## config.mk

```make
export PLATFORM = sky130hd
export DESIGN_NAME = irqc_cmd_port
export DESIGN_NICKNAME = d
export VERILOG_FILES = /design/src/rtl/irqc_pkg.sv /design/src/rtl/irqc_init_seq.sv /design/src/rtl/irqc_op_decode.sv /design/src/rtl/irqc_read_port.sv /design/src/rtl/irqc_cmd_port.sv
export SDC_FILE = /design/constraint.sdc
export NUM_CORES = 1
export LEC_CHECK = 0
export ABC_AREA = 1
export BUFFER_PORTS_ARGS = -buffer_cell sky130_fd_sc_hd__buf_2
export CORE_ASPECT_RATIO = 0.8
export CORE_MARGIN = 2
export CORE_UTILIZATION = 50
export DETAILED_ROUTE_END_ITERATION = 8
export PLACE_DENSITY = 0.77
export SLEW_MARGIN = 20
export SYNTH_ARGS = -nofsm -noshare
export SYNTH_HDL_FRONTEND = slang
export SYNTH_SLANG_ARGS = --single-unit
```

## constraint.sdc

```tcl
create_clock -name clk -period 3.55 [get_ports clk]
set_input_delay 0.71 -clock clk [delete_from_list [all_inputs] [get_ports clk]]
set_output_delay 0.71 -clock clk [all_outputs]
set_load 0.02 [all_outputs]
```

## src/rtl/irqc_pkg.sv

```systemverilog
package irqc_pkg;
  localparam int NL = 8;
  localparam int LW = $clog2(NL);
  localparam logic [LW:0] NO_RANK = (LW+1)'(NL);

  typedef enum logic [1:0] {
    ST_RUN  = 2'd0,
    ST_VBASE = 2'd1,
    ST_SKIP = 2'd2,
    ST_MODE = 2'd3
  } init_st_t;

  // Best (lowest) rank of a set bit when rank 0 sits at line 'base'.
  function automatic logic [LW:0] best_rank(input logic [NL-1:0] v,
                                            input logic [LW-1:0] base);
    logic [LW:0] r;
    r = NO_RANK;
    for (int i = NL-1; i >= 0; i--) begin
      if (v[base + LW'(i)]) r = (LW+1)'(i);
    end
    return r;
  endfunction

  function automatic logic [LW-1:0] rank_line(input logic [LW:0] r,
                                              input logic [LW-1:0] base);
    return r[LW-1:0] + base;
  endfunction

  function automatic logic [NL-1:0] line_bit(input logic [LW-1:0] l);
    return NL'(1) << l;
  endfunction
endpackage

```

## src/rtl/irqc_init_seq.sv

```systemverilog
module irqc_init_seq
  import irqc_pkg::*;
(
  input  logic          clk,
  input  logic          rst_n,
  input  logic          wr_en,
  input  logic          addr,
  input  logic [NL-1:0] wdata,
  output logic          init_hit,
  output logic [NL-1:0] mask_q,
  output logic [NL-1:0] vbase_q,
  output logic          nested_q,
  output logic          aeoi_q,
  output logic          init_pulse_q
);
  init_st_t st_q;
  logic     want_mode_q;
  logic     wr_hi;

  assign init_hit = wr_en && !addr && wdata[4];
  assign wr_hi    = wr_en && addr;

  always_ff @(posedge clk or negedge rst_n) begin
    if (!rst_n) begin
      st_q         <= ST_RUN;
      want_mode_q  <= 1'b0;
      mask_q       <= '0;
      vbase_q      <= '0;
      nested_q     <= 1'b0;
      aeoi_q       <= 1'b0;
      init_pulse_q <= 1'b0;
    end else begin
      init_pulse_q <= init_hit;
      if (init_hit) begin
        st_q        <= ST_VBASE;
        want_mode_q <= wdata[0];
        mask_q      <= '0;
        vbase_q     <= '0;
        nested_q    <= 1'b0;
        aeoi_q      <= 1'b0;
      end else if (wr_hi) begin
        unique case (st_q)
          ST_RUN:   mask_q <= wdata;
          ST_VBASE: begin
            vbase_q <= wdata & 8'hF8;
            st_q    <= ST_SKIP;
          end
          ST_SKIP:  st_q <= want_mode_q ? ST_MODE : ST_RUN;
          ST_MODE:  begin
            nested_q <= wdata[4];
            aeoi_q   <= wdata[1];
            st_q     <= ST_RUN;
          end
          default:  st_q <= ST_RUN;
        endcase
      end
    end
  end
endmodule

```

## src/rtl/irqc_op_decode.sv

```systemverilog
module irqc_op_decode
  import irqc_pkg::*;
(
  input  logic          clk,
  input  logic          rst_n,
  input  logic          wr_en,
  input  logic          addr,
  input  logic [NL-1:0] wdata,
  input  logic          init_hit,
  input  logic          poll_taken,
  input  logic [NL-1:0] isr_vec,
  output logic [LW-1:0] prio_base_q,
  output logic          rot_aeoi_q,
  output logic          sel_isr_q,
  output logic          spec_mask_q,
  output logic          poll_q,
  output logic [NL-1:0] eoi_clr
);
  logic          cmd_wr, rdc_wr;
  logic [2:0]    code;
  logic [LW:0]   isr_rank;
  logic [LW-1:0] isr_line, cmd_line;

  assign cmd_wr   = wr_en && !addr && !wdata[4] && !wdata[3];
  assign rdc_wr   = wr_en && !addr && !wdata[4] &&  wdata[3];
  assign code     = wdata[7:5];
  assign cmd_line = wdata[LW-1:0];
  assign isr_rank = best_rank(isr_vec, prio_base_q);
  assign isr_line = rank_line(isr_rank, prio_base_q);

  always_comb begin
    eoi_clr = '0;
    if (cmd_wr) begin
      unique case (code)
        3'd1, 3'd5: if (isr_rank != NO_RANK) eoi_clr = line_bit(isr_line);
        3'd3, 3'd7: eoi_clr = line_bit(cmd_line);
        default:    eoi_clr = '0;
      endcase
    end
  end

  always_ff @(posedge clk or negedge rst_n) begin
    if (!rst_n) begin
      prio_base_q <= '0;
      rot_aeoi_q  <= 1'b0;
      sel_isr_q   <= 1'b0;
      spec_mask_q <= 1'b0;
      poll_q      <= 1'b0;
    end else if (init_hit) begin
      prio_base_q <= '0;
      rot_aeoi_q  <= 1'b0;
      sel_isr_q   <= 1'b0;
      spec_mask_q <= 1'b0;
      poll_q      <= 1'b0;
    end else begin
      if (poll_taken) poll_q <= 1'b0;
      if (rdc_wr) begin
        if (wdata[2]) poll_q      <= 1'b1;
        if (wdata[1]) sel_isr_q   <= wdata[0];
        if (wdata[6]) spec_mask_q <= wdata[5];
      end
      if (cmd_wr) begin
        unique case (code)
          3'd0, 3'd4: rot_aeoi_q <= code[2];
          3'd5: if (isr_rank != NO_RANK) prio_base_q <= isr_line + LW'(1);
          3'd6, 3'd7: prio_base_q <= cmd_line + LW'(1);
          default: ;
        endcase
      end
    end
  end
endmodule

```

## src/rtl/irqc_read_port.sv

```systemverilog
module irqc_read_port
  import irqc_pkg::*;
(
  input  logic          clk,
  input  logic          rst_n,
  input  logic          rd_en,
  input  logic          addr,
  input  logic          poll_q,
  input  logic          sel_isr,
  input  logic [LW-1:0] prio_base,
  input  logic [NL-1:0] req_vec,
  input  logic [NL-1:0] isr_vec,
  input  logic [NL-1:0] mask,
  output logic          poll_taken,
  output logic [NL-1:0] poll_clr,
  output logic [NL-1:0] rdata_q
);
  logic [LW:0]   req_rank, cur_rank;
  logic [LW-1:0] win_line;
  logic          win;

  assign req_rank   = best_rank(req_vec & ~mask, prio_base);
  assign cur_rank   = best_rank(isr_vec, prio_base);
  assign win        = (req_rank != NO_RANK) && (req_rank < cur_rank);
  assign win_line   = rank_line(req_rank, prio_base);
  assign poll_taken = rd_en && poll_q;
  assign poll_clr   = (poll_taken && win) ? line_bit(win_line) : '0;

  always_ff @(posedge clk or negedge rst_n) begin
    if (!rst_n) begin
      rdata_q <= '0;
    end else if (rd_en) begin
      if (poll_q)       rdata_q <= win ? NL'(win_line) : NL'(7);
      else if (addr)    rdata_q <= mask;
      else if (sel_isr) rdata_q <= isr_vec;
      else              rdata_q <= req_vec;
    end
  end
endmodule

```

## src/rtl/irqc_cmd_port.sv

```systemverilog
module irqc_cmd_port
  import irqc_pkg::*;
(
  input  logic          clk,
  input  logic          rst_n,
  input  logic          wr_en,
  input  logic          rd_en,
  input  logic          addr,
  input  logic [7:0]    wdata,
  input  logic [7:0]    req_vec,
  input  logic [7:0]    isr_vec,
  output logic [7:0]    rdata,
  output logic [7:0]    mask_o,
  output logic [7:0]    vbase_o,
  output logic [2:0]    prio_base_o,
  output logic          nested_o,
  output logic          auto_eoi_o,
  output logic          rot_aeoi_o,
  output logic          spec_mask_o,
  output logic          init_pulse,
  output logic [7:0]    isr_clr,
  output logic [7:0]    req_clr
);
  logic          init_hit, poll_taken, poll_q, sel_isr;
  logic [NL-1:0] eoi_clr, poll_clr;

  irqc_init_seq u_init (
    .clk, .rst_n, .wr_en, .addr, .wdata,
    .init_hit     (init_hit),
    .mask_q       (mask_o),
    .vbase_q      (vbase_o),
    .nested_q     (nested_o),
    .aeoi_q       (auto_eoi_o),
    .init_pulse_q (init_pulse)
  );

  irqc_op_decode u_op (
    .clk, .rst_n, .wr_en, .addr, .wdata,
    .init_hit    (init_hit),
    .poll_taken  (poll_taken),
    .isr_vec     (isr_vec),
    .prio_base_q (prio_base_o),
    .rot_aeoi_q  (rot_aeoi_o),
    .sel_isr_q   (sel_isr),
    .spec_mask_q (spec_mask_o),
    .poll_q      (poll_q),
    .eoi_clr     (eoi_clr)
  );

  irqc_read_port u_rd (
    .clk, .rst_n, .rd_en, .addr,
    .poll_q     (poll_q),
    .sel_isr    (sel_isr),
    .prio_base  (prio_base_o),
    .req_vec    (req_vec),
    .isr_vec    (isr_vec),
    .mask       (mask_o),
    .poll_taken (poll_taken),
    .poll_clr   (poll_clr),
    .rdata_q    (rdata)
  );

  always_ff @(posedge clk or negedge rst_n) begin
    if (!rst_n) begin
      isr_clr <= '0;
      req_clr <= '0;
    end else begin
      isr_clr <= eoi_clr | poll_clr;
      req_clr <= poll_clr;
    end
  end
endmodule

```

Word-level counts from Yosys, hierarchy flattened
Index checks and enable logic that the tools add are counted.
{"block": "classes", "addsub": 11, "magnitude_cmp": 9, "n_eq_ne": 12, "shift": 3, "n_mux": 89, "n_bitwise": 3, "reduce_logical": 37}
{"op": "$mux W8", "n": 12}
{"op": "$mux W4", "n": 16}
{"op": "$bmux W1 S3", "n": 16}
{"op": "$mux W1", "n": 35}
{"op": "$lt A3 B4 Y1 const B", "n": 8}
{"op": "$shl A1 B3 Y8 const A", "n": 3}
{"op": "$reduce_bool A2 Y1", "n": 9}
{"op": "$pmux W8 S2", "n": 1}
{"op": "$reduce_and A2 Y1", "n": 7}
{"op": "$add A3 B3 Y3 const B", "n": 4}
{"op": "$eq A3 B3 Y1 const B", "n": 4}
{"op": "$mux W3", "n": 4}
{"op": "$add A3 B1 Y3 const B", "n": 3}
{"op": "$logic_and A1 B1 Y1", "n": 9}
{"op": "$and A8 B8 Y8", "n": 1}
{"op": "$ne A4 B4 Y1 const B", "n": 2}
{"op": "$not A8 Y8", "n": 1}
{"op": "$or A8 B8 Y8", "n": 1}
{"op": "$reduce_or A2 Y1", "n": 4}
{"op": "$add A3 B2 Y3 const B", "n": 2}
{"op": "$add A3 B3 Y3", "n": 2}
{"op": "$mux W2", "n": 3}
{"op": "$pmux W2 S3", "n": 1}
{"op": "$pmux W3 S2", "n": 1}
{"op": "other kinds (12)", "n": 15}
{"block": "word_totals", "reg_bits": 53, "out_inout_bits": 48}

Logic depth before layout (Yosys ltp)
Gate-level depths: netlist (run 1).
{"block": "logic_depth", "word_depth": 17, "depth_mapped": 29}

By module
A second synthesis (run 1) with hierarchy kept.
{"block": "hier_totals", "hier_cells": 658, "hier_area_um2": 4456.8}
{"module": "irqc_read_port", "n_inst": 1, "cells_per_inst": 294, "area_per_inst_um2": 1756.7, "seq_area_each_um2": 200.2}
{"module": "irqc_op_decode", "n_inst": 1, "cells_per_inst": 209, "area_per_inst_um2": 1212.4, "seq_area_each_um2": 175.2}
{"module": "irqc_init_seq", "n_inst": 1, "cells_per_inst": 115, "area_per_inst_um2": 997.2, "seq_area_each_um2": 475.5}
{"module": "irqc_cmd_port", "n_inst": 1, "cells_per_inst": 40, "area_per_inst_um2": 490.5, "seq_area_each_um2": 400.4}

Least setup slack after synthesis (run 1)
No wires, ideal clock.
{"block": "synth_timing", "kind": "reg2reg", "startpoint": "reg u_op.prio_base_q[0]", "endpoint": "reg u_op.prio_base_q[2]", "t_arrival_ns": 3.402, "path_slack_ns": 0.026, "stages_incl_launch_ff": 26, "synth_period_minus_slack_ns": 3.524, "cell_sequence": "dfrtp_1 > buf_6 > inv_6 > buf_6 > ha_1 > buf_4 > inv_1 > nand3_1 > nand2_1 > nand2_1 > nand2_1 > nand2_1 > nand2_1 > nand2_1 > nand2_1 > a21boi_2 > ha_1 > inv_1 > fa_1 > inv_1 > nand2_1 > o21ai_0 > ha_1 > or2_1 > nand4_1 > o21ai_1"}
{"block": "synth_via", "elab_chain_len": 17, "word_cells_on_any_way": 40, "classes_between": "9 x add/sub; 2 x eq/ne; 28 x mux; 1 x reduce/logical"}
{"element": "from (decl)", "line_no": "irqc_op_decode.sv:12", "text": "output logic [LW-1:0] prio_base_q,"}
{"element": "from (signal assigned)", "line_no": "irqc_op_decode.sv:65", "text": "3'd5: if (isr_rank != NO_RANK) prio_base_q <= isr_line + LW'(1);"}
{"element": "from (signal assigned)", "line_no": "irqc_op_decode.sv:66", "text": "3'd6, 3'd7: prio_base_q <= cmd_line + LW'(1);"}
{"element": "$add A3 B3 Y3", "line_no": "irqc_pkg.sv:19", "text": "if (v[base + LW'(i)]) r = (LW+1)'(i);"}
{"element": "$bmux W1 S3", "line_no": "irqc_pkg.sv:19"}
{"element": "$mux W1 (not written as such)", "line_no": "irqc_pkg.sv:19"}
{"element": "$mux W4 (8 in series)", "line_no": "irqc_pkg.sv:19"}
{"element": "$add A3 B3 Y3", "line_no": "irqc_pkg.sv:26", "text": "return r[LW-1:0] + base;"}
{"element": "$add A3 B1 Y3", "line_no": "irqc_op_decode.sv:65"}
{"element": "$mux W3", "line_no": "irqc_op_decode.sv:65"}
{"element": "$pmux W3 S2", "line_no": "irqc_op_decode.sv:63", "text": "unique case (code)"}
{"element": "$mux W3", "line_no": "irqc_op_decode.sv:62", "text": "if (cmd_wr) begin"}
{"element": "$mux W3", "line_no": "irqc_op_decode.sv:49", "text": "end else if (init_hit) begin"}
Parallel ways exist; a longest one is shown, timed or not. The select of a mux whose other input is x is not followed.
A chain may end at the register's enable or synchronous reset.

Worst setup path in the final report (run 1)
Same ends and word-level chain as after synthesis.

==> impl_metrics.json, run 1 <==
{
  "status": "finished, final reports clean",
  "die_h_um": 79.6,
  "drt_pass1_iterations": 5,
  "drtAntennaViolNets": 0,
  "multi_input_area_um2": 2010,
  "n_antenna_cell": 0,
  "power_leakage_nw": 2.43,
  "cts_tree": "yes",
  "via_per_inst": 5.42,
  "insertion_delay_ns": 0.30,
  "async_flop_share": 1.00,
  "pwr-share-comb": 0.736,
  "rsz0062_at_grt": "true",
  "synth-seq-cells": 50,
  "finalHoldViolCount": 0,
  "wl_mm": 9.99,
  "cts_buffer_depth": 2,
  "areaGrowthSynthToFinish_pct": 17.2,
  "p_per_area_nw_per_um2": 1090,
  "switchingPower_mw": 2.49,
  "hold_path_class": "input pin to async pin",
  "cts_buffers": 5,
  "fmax_ghz": 0.294,
  "num_rows": 27,
  "synth.avg_cell_area_um2": 7.00,
  "grt_max_degree": 51,
  "fin_nets": 633,
  "final_cell_area_um2": 4180,
  "internal-power_mw": 2.09,
  "netlist_instances": 510,
  "timing.setup.critical_path_class": "flop to flop",
  "worstPathMaxFanout": 5,
  "dr_total_vias": 3674,
  "first_iter_violations": 190,
  "dieArea_um2": 7840,
  "dp_hpwl_mm": 7.95,
  "grt_pass1_vias": 3464,
  "seq_area_um2": 1250,
  "slew_viol_final": 0,
  "start_util": 0.518,
  "fin_crit_ns": 3.40,
  "wl_per_cell_um": 14.7,
  "antenna_found_initial": 0,
  "ys.flop_type": "dfrtp_1",
  "grt_pass1_wl_mm": 16.3,
  "required_ns": 3.74,
  "finalWeightedCongestion": 0.943,
  "drc_errors": 0,
  "max_cap_violations": 0,
  "htreeDepth": 2,
  "numClockSinks": 50,
  "yosysWarnings": 0,
  "startpoint_type": "flop",
  "postPlaceCellArea_um2": 3990,
  "nFillCells": 692,
  "floorplan.io_pins": 77,
  "worstMarginPinSlew_ns": 0.851,
  "finalSetupViolations": 0,
  "ir_drop_mv": 0.448,
  "layout_commonest_cell": "nand2_1",
  "finalSetupTns_ns": 0,
  "cp-end-kind": "flop",
  "seq_area_frac_synth": 0.350,
  "ctsHoldBuffers": 0,
  "yosys.cell_types.count": 42,
  "swShare": 0.545,
  "final_cell_mix": "172 x nand2_1, 72 x buf_2, 71 x nand3_1, 55 x inv_1, 48 x dfrtp_1",
  "io_buffers": 73,
  "fin_ws_ns": 0.146,
  "synth_edf_count": 0,
  "root_buffer": "clkbuf_8",
  "seqPwrFrac": 0.177,
  "power_frac_clock": 0.086,
  "critPathArrivalTime_ns": 3.59,
  "fin_util": 0.607,
  "track_usage": 0.260,
  "clk_pin_slew_ns": 0.09,
  "netlist_area_um2": 3570,
  "period_share": 0.959,
  "post-place-ws_ns": 0.0992,
  "core-area_um2": 6890,
  "skew_ns": 0.00387,
  "slew_headroom": 0.429,
  "overflow": 0,
  "die_w_um": 98.5,
  "drive_above_1_share": 0.210
}
## power by group through the flow
stage	combinational, mW	clock [mW]	sequential (mW)
finish	3.37	0.395	0.812
global route	3.81	0.428	0.830
CTS	3.15	0.405	0.811
detailed placement	3.14	0	0.820
global placement	3.05	0	0.816
floorplan	2.40	0	0.920
## stage by stage
stage | power, mW | hold slack [ns] | std cells
2_1_floorplan | 3.32 | 0.414 | 512
3_3_place_gp | 3.87 | 0.458 | 664
3_5_place_dp | 3.96 | 0.465 | 664
4_1_cts | 4.37 | 0.490 | 672
5_1_grt | 5.07 | 0.451 | 678
6_report | 4.58 | 0.405 | 678
## cell usage after synthesis (2+ instances only)
master / count / share of area
a21o_1: 5 / 0.011
a21oi_1: 13 / 0.018
a221oi_1: 5 / 0.012
buf_2: 3 / 0.0042
buf_4: 4 / 0.0084
buf_6: 5 / 0.016
clkbuf_1: 3 / 0.0032
clkinv_1: 2 / 0.0021
dfrtp_1: 50 / 0.35
fa_1: 2 / 0.011
ha_1: 12 / 0.042
inv_1: 56 / 0.059
inv_2: 4 / 0.0042
nand2_1: 175 / 0.18
nand3_1: 71 / 0.10
nand3_2: 2 / 0.0056
nand4_1: 9 / 0.016
nor2_1: 20 / 0.021
nor2_2: 2 / 0.0035
nor3_2: 2 / 0.0056
o21a_1: 2 / 0.0042
o21ai_0: 30 / 0.042
o21ai_1: 5 / 0.0070
o21ai_2: 2 / 0.0049
o22ai_1: 2 / 0.0035
o32ai_1: 5 / 0.012
xnor2_2: 2 / 0.0091
xor2_1: 3 / 0.0074
## metal layers
metal / wire, µm / GRT usage / vias to the layer above
met5: 0 / 0 / -
met4: 52 / 0.0384 / 0
met3: 761 / 0.0578 / 6
met2: 4590 / 0.422 / 135
met1: 4590 / 0.366 / 1711
li1: - / - / 1822
## worst paths after layout
check | from | endpoint | slack (ns) | cells past startpoint
worst max-delay path | u_op.prio_base_q[0]$_DFFE_PN0P_ | u_op.prio_base_q[2]$_DFFE_PN0P_ | 0.15 | 21
min in group clk | u_init.nested_q$_DFFE_PN0P_ | u_init.nested_q$_DFFE_PN0P_ | 0.49 | 2
worst min-delay path | rst_n | req_clr[6]$_DFF_PN0_ | 0.40 | 1
worst min register to register | u_init.nested_q$_DFFE_PN0P_ | u_init.nested_q$_DFFE_PN0P_ | 0.49 | 2
max in group asynchronous | rst_n | u_op.prio_base_q[1]$_DFFE_PN0P_ | 2.69 | 1
worst max register to register | u_op.prio_base_q[0]$_DFFE_PN0P_ | u_op.prio_base_q[2]$_DFFE_PN0P_ | 0.15 | 21
## area by class of cell
type | count | area share
Clock buffer | 7 | 0.0182
Clock inverter | 1 | 0.00718
Multi-Input combinational cell | 384 | 0.480
Tap cell | 87 | 0.0260
Sequential cell | 50 | 0.300
Timing Repair Buffer | 86 | 0.111
Inverter | 63 | 0.0577
## worst max-delay path: stages (launching register included)
cell and delay, ns:
dfrtp_2 0.47, buf_4 0.16, ha_2 0.19, xnor2_2 0.15, buf_4 0.16, nand2_1 0.07, nand2_2 0.08, nand2_1 0.07
nand2_1 0.04, nand2_1 0.06, nand2_1 0.06, a21boi_2 0.17, ha_2 0.19, inv_1 0.05, fa_1 0.57, inv_1 0.08
nand2_1 0.06, o21ai_0 0.10, ha_2 0.20, or2_1 0.22, nand4_1 0.07, o21ai_1 0.08
## registers in the layout, indices dropped and copies added, names as in the netlist, 2 cells and up
signal            cells
isr_clr               8
req_clr               8
u_init.mask_q         8
u_init.st_q           2
u_init.vbase_q        5
u_op.prio_base_q      3
u_rd.rdata_q          8
## cell families after synthesis
group / after synthesis / synth area share
AOI/OAI and AO/OA: 74 / 0.128
xor gates and xnor gates: 6 / 0.0210
adders and majority gates: 14 / 0.0533
buffers and inverters: 78 / 0.0992
DFF: 50 / 0.350
other: 1 / 0.00105
and+or+nand+nor: 287 / 0.348
## what timing repair did
action | 4_1_cts | 5_1_grt
gates resized for setup | 0 | 12
endpoints found under the setup margin | 0 | 19
setup buffers | 0 | 6
hold endpoints to repair | 0 | 0
No activity file was read; power rests on OpenSTA's default activity.
==> inputs of run 2 (changes only) <==
--- a/config.mk
+++ b/config.mk
@@ -11,7 +11,7 @@
 export CORE_MARGIN = 2
 export CORE_UTILIZATION = 50
 export DETAILED_ROUTE_END_ITERATION = 8
-export PLACE_DENSITY = 0.77
+export PLACE_DENSITY = 0.82
 export SLEW_MARGIN = 20
 export SYNTH_ARGS = -nofsm -noshare
 export SYNTH_HDL_FRONTEND = slang
==> run 2 against run 1 <==
  * Maximum frequency increased by 1.9%
  * Register-to-register slack improved by 0.06 ns
  * Routed wire length is 1.3% lower
  * Sequential power grew 0.6%
  * Core utilization is 0.055 points higher
  * Clock power down 11%
  * Worst hold slack worse by 0.0022 ns
  * Total power fell by 0.16%
  * Critical path type unchanged
  * Largest cell class unchanged
  * Highest routed layer unchanged
==> impl_metrics.json, run 2 (synthesis gave the netlist of run 1 again) <==
{
  "worstPathMaxFanout": 8,
  "fin_util": 0.608,
  "p_per_area_nw_per_um2": 1090,
  "wl_mm": 9.87,
  "dp_hpwl_mm": 7.80,
  "ctsHoldBuffers": 0,
  "power_leakage_nw": 2.43,
  "nFillCells": 644,
  "io_buffers": 73,
  "path_buf_inv": 4,
  "fmax_ghz": 0.299,
  "seqPwrFrac": 0.179,
  "slew_headroom": 0.395,
  "first_iter_violations": 222,
  "cts_buffer_depth": 2,
  "overflow": 0,
  "cts_tree": "yes",
  "worstMarginPinSlew_ns": 0.901,
  "skew_ns": 0.00805,
  "fin_nets": 633,
  "areaGrowthSynthToFinish_pct": 17.3,
  "required_ns": 3.74,
  "core-area_um2": 6890,
  "final_cell_mix": "172 x nand2_1, 72 x buf_2, 69 x nand3_1, 54 x inv_1, 48 x dfrtp_1",
  "htreeDepth": 2,
  "critPathArrivalTime_ns": 3.53,
  "path_cells": "clkinv_4 > ha_4 > buf_6 > nand3_1 > nand2_1 > nand2_1 > nand2_2 > nand2_1 > nand2_1 > nand2_1 > nand2_2 > a21boi_2 > ha_2 > inv_1 > fa_1 > inv_2 > nand2_1 > o21ai_1 > ha_1 > or2_1 > nand4_1 > o21ai_1",
  "status": "finished, final reports clean",
  "drive_above_1_share": 0.215,
  "via_per_inst": 5.48,
  "worstReg2RegStart": "u_op.prio_base_q[0]$_DFFE_PN0P_",
  "insertion_delay_ns": 0.31,
  "grt_max_degree": 51,
  "wl_per_cell_um": 14.6,
  "dr_total_vias": 3714,
  "pwr-share-comb": 0.745,
  "rrSetupSlack_ns": 0.21,
  "ir_drop_mv": 0.448,
  "floorplan.io_pins": 77,
  "die_w_um": 98.5,
  "root_buffer": "clkbuf_8",
  "drt_pass1_iterations": 5,
  "dieArea_um2": 7840,
  "switchingPower_mw": 2.51,
  "finalHoldViolCount": 0,
  "power_mw": 4.57,
  "antenna_found_initial": 0,
  "start_util": 0.518,
  "n_antenna_cell": 0,
  "startpoint_type": "flop",
  "swShare": 0.549,
  "clk_pin_slew_ns": 0.09,
  "numClockSinks": 50,
  "power_frac_clock": 0.076,
  "hold_path_class": "input pin to async pin",
  "critPathMostFrequentCell": "nand2_1",
  "track_usage": 0.252,
  "cp-end-kind": "flop",
  "finalSetupTns_ns": 0,
  "cp_slowest_cell": "fa_1",
  "slowest_delay_ns": 0.61,
  "grt_pass1_vias": 3286,
  "internal-power_mw": 2.06,
  "max_cap_violations": 0,
  "grt_pass1_wl_mm": 15.9,
  "layout_commonest_cell": "nand2_1",
  "drc_errors": 0,
  "die_h_um": 79.6,
  "cp.depth": 22,
  "finalWeightedCongestion": 0.962,
  "slew_viol_final": 0,
  "cp-startpoint": "u_op.prio_base_q[0]$_DFFE_PN0P_",
  "cts_buffers": 5,
  "crit_family": "adder cells",
  "r2r_cells": 22,
  "num_rows": 27,
  "r2r-end": "u_op.prio_base_q[2]$_DFFE_PN0P_",
  "drtAntennaViolNets": 0,
  "fin_crit_ns": 3.34,
  "timing.setup.critical_path_class": "flop to flop",
  "period_share": 0.941,
  "hold_ws_ns": 0.403,
  "finalSetupViolations": 0
}
[run 2: worst reg2reg max path: stages, from the launching register on]
cell and delay [ns]:
dfrtp_2 0.46, clkinv_4 0.09, ha_4 0.26, buf_6 0.14
nand3_1 0.09, nand2_1 0.08, nand2_1 0.08, nand2_2 0.06
nand2_1 0.06, nand2_1 0.04, nand2_1 0.07, nand2_2 0.06
a21boi_2 0.17, ha_2 0.18, inv_1 0.05, fa_1 0.61
inv_2 0.06, nand2_1 0.06, o21ai_1 0.07, ha_1 0.20
or2_1 0.23, nand4_1 0.06, o21ai_1 0.07
[run 2: area by class of cell]
cell class / count / area [µm²] / share of cell area
Clock buffer: 6 / 82.6 / 0.0197
Clock inverter: 2 / 12.5 / 0.00299
Multi-Input combinational cell: 384 / 2010 / 0.480
Tap cell: 87 / 109 / 0.0260
Inverter: 63 / 241 / 0.0577
Timing Repair Buffer: 86 / 480 / 0.115
Sequential cell: 50 / 1250 / 0.299
[run 2: stage by stage]
step	cells	instance area [µm²]	setup slack (ns)
3_5_place_dp	664	3990	0.136
6_report	678	4190	0.209
5_1_grt	678	4190	-0.00833
4_1_cts	672	4090	0.112
2_1_floorplan	512	3580	0.0259
3_3_place_gp	664	3990	0.255
[run 2: power by group through the flow]
stage	logic (mW)	clock network [mW]	registers, mW
after CTS	3.14	0.356	0.810
after detailed placement	3.13	0	0.820
after global placement	3.02	0	0.817
after floorplan	2.40	0	0.920
after global routing	3.81	0.382	0.832
final	3.41	0.350	0.817
[run 2: metal layers]
layer	routed length, µm	global-route usage	part of all wire	up-vias
met3	929	0.0665	0.094	12
met4	75	0.0411	0.0076	0
met2	4400	0.404	0.45	183
li1	-	-	-	1827
met5	0	0	0	-
met1	4460	0.352	0.45	1692
[run 2: repair_timing]
action,in CTS,in global routing
buffers inserted,0,6
endpoints found under the setup margin,0,16
gates resized for setup,0,18
[run 2: how the worst max path moves through the flow]
stage,endpoint,slack [ns]
2_1_floorplan,u_op.prio_base_q[2]$_DFFE_PN0P_,0.03
3_3_place_gp,u_op.prio_base_q[2]$_DFFE_PN0P_,0.26
3_5_place_dp,u_op.prio_base_q[2]$_DFFE_PN0P_,0.14
4_1_cts,u_op.prio_base_q[2]$_DFFE_PN0P_,0.11
5_1_grt,u_op.prio_base_q[2]$_DFFE_PN0P_,-0.008
6_report,u_op.prio_base_q[2]$_DFFE_PN0P_,0.21
==> inputs of run 3 (changes only) <==
--- a/config.mk
+++ b/config.mk
@@ -5,13 +5,12 @@
 export SDC_FILE = /design/constraint.sdc
 export NUM_CORES = 1
 export LEC_CHECK = 0
-export ABC_AREA = 1
 export BUFFER_PORTS_ARGS = -buffer_cell sky130_fd_sc_hd__buf_2
 export CORE_ASPECT_RATIO = 0.8
 export CORE_MARGIN = 2
-export CORE_UTILIZATION = 50
+export CORE_UTILIZATION = 51
 export DETAILED_ROUTE_END_ITERATION = 8
-export PLACE_DENSITY = 0.82
+export PLACE_DENSITY = 0.83
 export SLEW_MARGIN = 20
 export SYNTH_ARGS = -nofsm -noshare
 export SYNTH_HDL_FRONTEND = slang
==> run 3 against run 2 <==
  * The run now ends with negative setup slack left
  * Via count rose by 3.0%
  * First-iteration DRC count rose by 41%
  * Synthesized cell count fell by 19%
  * Sequential share of layout area fell by 5.4 points
  * Worst setup slack got worse by 0.36 ns
  * Total power rose by 2.1%
  * Maximum frequency fell by 9.8%
  * Register-to-register slack got worse by 0.36 ns
  * Highest routed layer unchanged
  * Flip-flop and latch count did not move
  * Global-route usage rose by 2.8 points
  * Critical path depth fell by 9
  * Worst hold slack improved by 0.095 ns
==> impl_metrics.json, run 3 <==
{
  "status": "finished, violations left",
  "violations": "negative setup slack",
  "yosysWarnings": 0,
  "ys_top_cells_by_area": "dfrtp_1 32%, mux4_2 10%, mux2i_1 6.2%",
  "finalSetupViolations": 10,
  "htreeDepth": 2,
  "core-area_um2": 7390,
  "fin_crit_ns": 3.70,
  "root_buffer": "clkbuf_8",
  "yosys.cell_types.count": 62,
  "yosys-top-cells-count": "50 x dfrtp_1, 32 x nor2_1, 26 x nand3_1",
  "wl_per_cell_um": 18.5,
  "netlist_instances": 412,
  "cp-end-kind": "flop",
  "overflow": 0,
  "first_iter_violations": 314,
  "finalWeightedCongestion": 0.948,
  "clk_pin_slew_ns": 0.10,
  "drt_pass1_iterations": 8,
  "final_cell_mix": "73 x buf_2, 51 x buf_4, 49 x dfrtp_1, 28 x nor2_1",
  "ctsHoldBuffers": 0,
  "required_ns": 3.71,
  "startpoint_type": "flop",
  "layout_commonest_cell": "buf_2",
  "p_per_area_nw_per_um2": 915,
  "yosysMostFrequentCell": "dfrtp_1",
  "ys.flop_type": "dfrtp_1",
  "io_buffers": 73,
  "rsz0062_at_grt": "true",
  "fin_nets": 569,
  "hold_path_class": "flop to flop",
  "cts_buffer_depth": 2,
  "synth-seq-cells": 50,
  "die_h_um": 82.1,
  "power_mw": 4.67,
  "n_antenna_cell": 0,
  "postPlaceCellArea_um2": 4720,
  "skew_ns": 0.0162,
  "drtAntennaViolNets": 0,
  "grt_pass1_vias": 3657,
  "num_rows": 28,
  "fin_ws_ns": -0.153,
  "synth.avg_cell_area_um2": 9.44,
  "dp_hpwl_mm": 8.27,
  "insertion_delay_ns": 0.31,
  "finalHoldViolCount": 0,
  "async_flop_share": 1.00,
  "dr_total_vias": 3827,
  "start_util": 0.526,
  "numClockSinks": 50,
  "fmax_ghz": 0.270,
  "worstPathMaxFanout": 5,
  "netlist.area_leader.share": 0.322,
  "seq_area_frac_synth": 0.322,
  "final_cell_area_um2": 5100,
  "fin_util": 0.690,
  "timing.setup.critical_path_class": "flop to flop",
  "areaGrowthSynthToFinish_pct": 31.1,
  "dieArea_um2": 8340,
  "synth_top_cell_by_area": "dfrtp_1",
  "cts_buffers": 5,
  "critPathArrivalTime_ns": 3.86,
  "ir_drop_mv": 0.446,
  "die_w_um": 102,
  "antenna_found_initial": 0,
  "slew_viol_final": 0,
  "max_cap_violations": 0,
  "power_leakage_nw": 2.32,
  "track_usage": 0.280,
  "slew_headroom": 0.381,
  "worstMarginPinSlew_ns": 0.928,
  "wl_mm": 11.7,
  "cts_tree": "yes",
  "netlist_area_um2": 3890,
  "grt_pass1_wl_mm": 18.3,
  "via_per_inst": 6.06,
  "floorplan.io_pins": 77,
  "drc_errors": 0,
  "grt_max_degree": 44,
  "synth_edf_count": 0,
  "period_share": 1.04,
  "drive_above_1_share": 0.414
}
-- run 3: area by class of cell --
| type | count | area, µm² |
|---|---|---|
| clock buffer | 6 | 72.6 |
| clock inverter | 2 | 13.8 |
| fill | 539 | 2290 |
| inverter | 28 | 109 |
| multi-input combinational | 314 | 2730 |
| sequential | 50 | 1250 |
| tap | 105 | 131 |
| timing repair buffer | 127 | 786 |
-- run 3: routing by layer --
metal,vias to the layer above,GRT usage,wire (µm)
met1,1835,0.388,4890
li1,1735,-,-
met4,0,0.0608,150
met2,233,0.455,5630
met3,24,0.0614,1030
met5,-,0,0
-- run 3: cells by family after synthesis --
kind of cell	after synthesis	share of synthesized area
adder cells (fa/ha/maj)	14	0.0489
XOR/XNOR	7	0.0158
AO/OA/AOI/OAI	97	0.176
multiplexers	52	0.195
other	1	0.000964
buffers and inverters	50	0.0537
flip-flops	50	0.322
AND/OR/NAND/NOR	141	0.188
-- run 3: final timing paths --
check / start / endpoint / slack, ns / cells after the start
min in group asynchronous: rst_n / u_rd.rdata_q[1]$_DFFE_PN0P_ / 0.54 / 1
max reg2reg: u_op.prio_base_q[1]$_DFFE_PN0P_ / isr_clr[7]$_DFF_PN0_ / -0.15 / 13
min reg2reg: u_rd.rdata_q[6]$_DFFE_PN0P_ / u_rd.rdata_q[6]$_DFFE_PN0P_ / 0.50 / 1
max in group asynchronous: rst_n / u_init.aeoi_q$_DFFE_PN0P_ / 2.34 / 2
max: u_op.prio_base_q[1]$_DFFE_PN0P_ / isr_clr[7]$_DFF_PN0_ / -0.15 / 13
min: u_rd.rdata_q[6]$_DFFE_PN0P_ / u_rd.rdata_q[6]$_DFFE_PN0P_ / 0.50 / 1
-- run 3: what timing repair did --
item                       CTS  global route
setup endpoints to repair   16            21
pin swaps                    7            13
resized for setup           17            25
buffers inserted             8             3
cloned                       0             0
hold endpoints to repair     0             0
-- run 3: report_power, final --
group,switching (mW),internal (mW),total [mW]
registers,0.131,0.703,0.834
clock network,0.193,0.141,0.334
logic,1.90,1.60,3.50
total,2.22,2.44,4.67
-- run 3: stage by stage --
step,setup WS [ns],hold slack [ns],cells,setup TNS (ns)
floorplan,-0.245,0.414,414,-2.85
global placement,-0.0184,0.466,613,-0.0531
detailed placement,-0.0994,0.469,613,-0.972
CTS,-0.0399,0.499,629,-0.109
global route,-0.303,0.510,632,-2.78
finish,-0.153,0.497,632,-0.939
-- run 3: critical path, cell delays in order (launching register included) --
cell and delay, ns:
dfrtp_2 0.40, clkinvlp_4 0.11, ha_4 0.33, mux2_4 0.32, mux4_2 0.51, or2_4 0.29
nand2b_4 0.14, o21ai_2 0.05, a22oi_2 0.12, fa_2 0.43, xnor2_4 0.23, nor2_2 0.08
a222oi_1 0.39, o32ai_1 0.15
